--- src/rtl/hash_irq_pkg.sv ---
package hash_irq_pkg;
  localparam int NUM_SRC  = 2;
  localparam int RDY_BIT  = 0;
  localparam int DIG_BIT  = 1;
  localparam int DMA_BIT  = 2;
  localparam int BUSY_BIT = 3;
  localparam logic ADDR_STATUS = 1'b0;
  localparam logic ADDR_ENABLE = 1'b1;
endpackage

--- src/rtl/sticky_flag.sv ---
module sticky_flag #(
  parameter bit RST_VAL = 1'b0
) (
  input  logic clk,
  input  logic rst_n,
  input  logic set_i,
  input  logic clr_i,
  output logic q_o
);
  always_ff @(posedge clk or negedge rst_n) begin
    if (!rst_n)     q_o <= RST_VAL;
    else if (set_i) q_o <= 1'b1;
    else if (clr_i) q_o <= 1'b0;
  end

  assert_set_wins_R4: assert property (@(posedge clk) disable iff (!rst_n)
    set_i |=> q_o);
  assert_clear_R4: assert property (@(posedge clk) disable iff (!rst_n)
    (clr_i && !set_i) |=> !q_o);
  assert_hold_R4: assert property (@(posedge clk) disable iff (!rst_n)
    (!set_i && !clr_i) |=> $stable(q_o));
endmodule

--- src/rtl/dma_tracker.sv ---
module dma_tracker (
  input  logic clk,
  input  logic rst_n,
  input  logic en_wr_i,
  input  logic en_val_i,
  input  logic tc_i,
  input  logic req_i,
  input  logic done_i,
  input  logic init_i,
  output logic active_o
);
  logic en_q;
  logic inflight_q;

  always_ff @(posedge clk or negedge rst_n) begin
    if (!rst_n)        en_q <= 1'b0;
    else if (tc_i)     en_q <= 1'b0;
    else if (en_wr_i)  en_q <= en_val_i;
  end

  always_ff @(posedge clk or negedge rst_n) begin
    if (!rst_n)                 inflight_q <= 1'b0;
    else if (req_i)             inflight_q <= 1'b1;
    else if (done_i || init_i)  inflight_q <= 1'b0;
  end

  assign active_o = en_q | inflight_q;

  assert_tc_clears_R9: assert property (@(posedge clk) disable iff (!rst_n)
    tc_i |=> !en_q);
  assert_inflight_holds_R8: assert property (@(posedge clk) disable iff (!rst_n)
    (inflight_q && !done_i && !init_i) |=> active_o);
  assert_req_active_R8: assert property (@(posedge clk) disable iff (!rst_n)
    req_i |=> active_o);
endmodule

--- src/rtl/hash_irq_ctrl.sv ---
module hash_irq_ctrl
  import hash_irq_pkg::*;
#(
  parameter int DATA_W = 32
) (
  input  logic              clk,
  input  logic              rst_n,
  input  logic              blk_start,
  input  logic              blk_done,
  input  logic              final_done,
  input  logic              buf_empty,
  input  logic              din_wr,
  input  logic              init_cmd,
  input  logic              dma_en_wr,
  input  logic              dma_en_val,
  input  logic              dma_req,
  input  logic              dma_done,
  input  logic              dma_tc,
  input  logic              reg_wr,
  input  logic              reg_addr,
  input  logic [DATA_W-1:0] reg_wdata,
  output logic [DATA_W-1:0] reg_rdata,
  output logic              irq
);
  logic               stat_wr;
  logic               ien_wr;
  logic [NUM_SRC-1:0] src_set;
  logic [NUM_SRC-1:0] src_clr;
  logic [NUM_SRC-1:0] src_q;
  logic [NUM_SRC-1:0] ien_q;
  logic               busy_q;
  logic               dma_active;
  logic [DATA_W-1:0]  status_word;
  logic [DATA_W-1:0]  enable_word;

  assign stat_wr = reg_wr && (reg_addr == ADDR_STATUS);
  assign ien_wr  = reg_wr && (reg_addr == ADDR_ENABLE);

  always_comb begin
    src_set          = '0;
    src_clr          = '0;
    src_set[RDY_BIT] = buf_empty;
    src_clr[RDY_BIT] = din_wr || (stat_wr && !reg_wdata[RDY_BIT]);
    src_set[DIG_BIT] = final_done;
    src_clr[DIG_BIT] = init_cmd || (stat_wr && !reg_wdata[DIG_BIT]);
  end

  for (genvar i = 0; i < NUM_SRC; i++) begin : g_src
    sticky_flag #(.RST_VAL(i == RDY_BIT)) u_flag (
      .clk   (clk),
      .rst_n (rst_n),
      .set_i (src_set[i]),
      .clr_i (src_clr[i]),
      .q_o   (src_q[i])
    );
  end

  sticky_flag #(.RST_VAL(1'b0)) u_busy (
    .clk   (clk),
    .rst_n (rst_n),
    .set_i (blk_start),
    .clr_i (blk_done || init_cmd),
    .q_o   (busy_q)
  );

  dma_tracker u_dma (
    .clk      (clk),
    .rst_n    (rst_n),
    .en_wr_i  (dma_en_wr),
    .en_val_i (dma_en_val),
    .tc_i     (dma_tc),
    .req_i    (dma_req),
    .done_i   (dma_done),
    .init_i   (init_cmd),
    .active_o (dma_active)
  );

  always_ff @(posedge clk or negedge rst_n) begin
    if (!rst_n)      ien_q <= '0;
    else if (ien_wr) ien_q <= reg_wdata[NUM_SRC-1:0];
  end

  always_comb begin
    status_word                = '0;
    status_word[NUM_SRC-1:0]   = src_q;
    status_word[DMA_BIT]       = dma_active;
    status_word[BUSY_BIT]      = busy_q;
    enable_word                = '0;
    enable_word[NUM_SRC-1:0]   = ien_q;
  end

  assign reg_rdata = (reg_addr == ADDR_ENABLE) ? enable_word : status_word;
  assign irq       = |(src_q & ien_q);

  assert_irq_digest_R5: assert property (@(posedge clk) disable iff (!rst_n)
    (final_done && ien_q[DIG_BIT] && !ien_wr) |=> irq);
  assert_irq_masked_R5: assert property (@(posedge clk) disable iff (!rst_n)
    (ien_wr && reg_wdata[NUM_SRC-1:0] == '0) |=> !irq);
  assert_enable_upper_zero_R6: assert property (@(posedge clk) disable iff (!rst_n)
    (reg_addr == ADDR_ENABLE) |-> (reg_rdata[DATA_W-1:NUM_SRC] == '0));
  assert_busy_ro_R10: assert property (@(posedge clk) disable iff (!rst_n)
    (stat_wr && !blk_start && !blk_done && !init_cmd) |=> $stable(busy_q));
endmodule

--- config.mk ---
export PLATFORM = sky130hd
export DESIGN_NAME = hash_irq_ctrl
export DESIGN_NICKNAME = d
export VERILOG_FILES = /design/src/rtl/hash_irq_pkg.sv /design/src/rtl/sticky_flag.sv /design/src/rtl/dma_tracker.sv /design/src/rtl/hash_irq_ctrl.sv
export SDC_FILE = /design/constraint.sdc
export NUM_CORES = 1
export LEC_CHECK = 0
export ABC_AREA = 1
export BUFFER_PORTS_ARGS = -buffer_cell sky130_fd_sc_hd__buf_4
export CAP_MARGIN = 30
export CORE_MARGIN = 2
export CORE_UTILIZATION = 29
export CTS_CLUSTER_SIZE = 10
export DETAILED_ROUTE_END_ITERATION = 7
export PLACE_DENSITY = 0.78
export RECOVER_POWER = 100
export SLEW_MARGIN = 20
export SYNTH_ARGS = -nofsm -noshare
export SYNTH_HDL_FRONTEND = slang
export SYNTH_SLANG_ARGS = --single-unit
--- constraint.sdc ---
create_clock -name clk -period 1.29 [get_ports clk]
set_input_delay 0 -clock clk [delete_from_list [all_inputs] [get_ports clk]]
set_output_delay 0 -clock clk [all_outputs]
set_load 0.01 [all_outputs]
==> qor.csv <==
metric,value,unit
status,finished clean,
cts-root-buf,clkbuf_4,
ys_ff_latch,7,
min_from,init_cmd,
io_buffers,21,
worstHoldEndpoint,g_src[1].u_flag.q_o$_DFFE_PN0P_,
firstDrtPassIters,4,
worst_ep_arrival_time,1.37,ns
syn_area_per_cell,7.36,sq um
worstHoldPathCells,4,
fin_crit_sh,0.922,
slowest_stage,dlygate4sd3_1,
cts_made_buffers,3,
hold_class,input pin to register,
power_frac_seq,0.413,
die-area,0.00230,sq mm
slew_viol_final,0,
cp_data_required_time,1.47,ns
yosysSeqAreaShare,0.315,
area_delta_synth_final,31.1,%
setup_tns,0,ns
pwr-share-clk,0.306,
grt_remaining_overflow,0,
clock_skew,0,ns
grt_first_pass_wirelength,1.60,mm
timing.rr.start,u_dma.inflight_q$_DFFE_PN0P_,
swShare,0.289,
drt_iter0_drc,5,
pin_count,80,
syn_area,559,sq um
ir_drop,309,uV
antenna_left,0,
max_stage_delay,0.56,ns
antenna_cells,0,
leakage,0.421,nW
path_cells,dlygate4sd3_1 -> clkbuf_4 -> o21bai_1 -> dlygate4sd3_1,
rsz0062_at_grt,false,
totalWireLength,1.01,mm
drive_above_1_share,0.174,
post-cts-setup-buffers,0,
grt_usage,0.0982,
rr_worst_depth,3,
period_needed,1.19,ns
synthCells,76,
comb_power_share,0.281,
synth_area_leaders,"buf_4 38%, dfrtp_1 27%, nand2_1 8.7%",
die_y,47.9,microns
htreeDepth,1,
final_cell_mix,"28 x conb_1, 13 x nand2_1, 13 x buf_4, 10 x inv_1, 9 x dlygate4sd3_1",
max-cap-violations,0,
fp-row-count,15,
setup_viol,0,
crit_path_end_kind,register,
cp_common_cell,dlygate4sd3_1,
crit_type,input pin to register,
cts_tree,done,
viasPerCell,3.51,
clk_pin_slew_worst_paths,0.05,ns
clock_latency,0.23,ns
register_area,176,sq um
ys.warnings.count,0,
gp_congestion,0.633,
fillerInstances,187,
multi_input_area,236,sq um
dpl.hpwl,805,microns
grt_pass1_vias,433,
post_drt_wl_per_cell,7.50,microns
synth_top_cell_by_area,buf_4,
core,0.00176,sq mm
clock_path_buffers,2,
finalNetCount,157,
r2r-end,u_dma.inflight_q$_DFFE_PN0P_,
final_cell_count_no_fill,134,
antenna_found_initial,0,
dp_cells,121,
p_sw,0.000175,W
max_freq,841,MHz
grt_max_degree,9,
start_util,0.317,
vias,471,
drcViolationCount,0,
netlist.area_leader.share,0.376,
hold_viol,0,
intPower,0.000431,W
path_max_fanout,1,
power_density,827,mW/mm^2
die_w,47.9,microns
regToRegSetupSlack,0.11,ns
final_common_cell,conb_1,
critPathLaunchType,input pin,
clock_sinks,7,
synth_cell_types,13,
==> cell type report <==
class	count	share of cell area
clock buffer	4	0.0358
timing repair buffer	30	0.307
inverter	10	0.0512
tap	25	0.0427
sequential	7	0.241
multi-input combinational	58	0.323
==> how the worst max path moves through the flow <==
stage / from / to / slack, ns / depth (start not counted)
2_1_floorplan: g_src[0].u_flag.q_o$_DFFE_PN1P_ / reg_rdata[0] / 0.47 / 2
3_3_place_gp: g_src[0].u_flag.q_o$_DFFE_PN1P_ / reg_rdata[0] / 0.45 / 3
3_5_place_dp: g_src[0].u_flag.q_o$_DFFE_PN1P_ / reg_rdata[0] / 0.46 / 3
4_1_cts: u_dma.inflight_q$_DFFE_PN0P_ / u_dma.inflight_q$_DFFE_PN0P_ / 0.13 / 3
5_1_grt: u_busy.q_o$_DFFE_PN0P_ / u_busy.q_o$_DFFE_PN0P_ / 0.06 / 3
6_report: dma_done / u_dma.inflight_q$_DFFE_PN0P_ / 0.10 / 4
==> synth_stat cells <==
cell,number
buf_4,28
conb_1,1
dfrtp_1,6
dfstp_2,1
inv_1,10
nand2_1,13
nand2_2,1
nand3_1,2
nor2_1,7
nor3_1,1
o21ai_0,2
o21ai_1,2
o21bai_1,2
==> registers in the layout (all words and copies together), names as in the netlist <==
signal / count
g_src.u_flag.q_o: 2
ien_q: 2
u_busy.q_o: 1
u_dma.en_q: 1
u_dma.inflight_q: 1
==> through the flow <==
stage                     area (sq um)  hold slack, ns   util  total power [W]  worst slack, ns
final                              733          0.0143  0.416         0.000607            0.101
after global routing               733          0.0269  0.416         0.000662           0.0578
after CTS                          756         0.00962  0.428         0.000631            0.129
after detailed placement           639          -0.185  0.362         0.000417            0.459
after global placement             639          -0.186  0.362         0.000415            0.447
after floorplan                    661          -0.296      -         0.000402            0.471
==> per-layer routing <==
layer | routed length, microns | GRT usage | part of all wire | up-vias
li1 | - | - | - | 236
met1 | 321 | 0.0936 | 0.32 | 215
met2 | 591 | 0.187 | 0.59 | 20
met3 | 91 | 0.0340 | 0.091 | 0
met4 | 0 | 0.0432 | 0 | 0
met5 | 0 | 0 | 0 | -
==> power groups by stage <==
stage	Clock [W]	Combinational, W	Sequential [W]
6_report	0.000186	0.000170	0.000250
5_1_grt	0.000213	0.000196	0.000253
4_1_cts	0.000194	0.000185	0.000251
3_5_place_dp	0	0.000163	0.000255
3_3_place_gp	0	0.000161	0.000254
2_1_floorplan	0	0.000150	0.000253
==> what timing repair did <==
| item | CTS | global route |
|---|---|---|
| endpoints found under the setup margin | 0 | 0 |
| gates resized for setup | 0 | 0 |
| endpoints found under the hold margin | 12 | 0 |
| hold buffers | 9 | 0 |
==> cell families after synthesis <==
family	Yosys count	share of synthesized area
buffers and inverters	38	0.443
and+or+nand+nor	24	0.172
DFF	7	0.315
AOI/OAI and AO/OA	6	0.0626
other	1	0.00670
==> critical path, delay by kind of cell <==
kind | cells | cell delay, ns
AOI/OAI and AO/OA | 1 | 0.14
buffers and inverters | 3 | 1.22
Power figures use the tool's default switching activity.
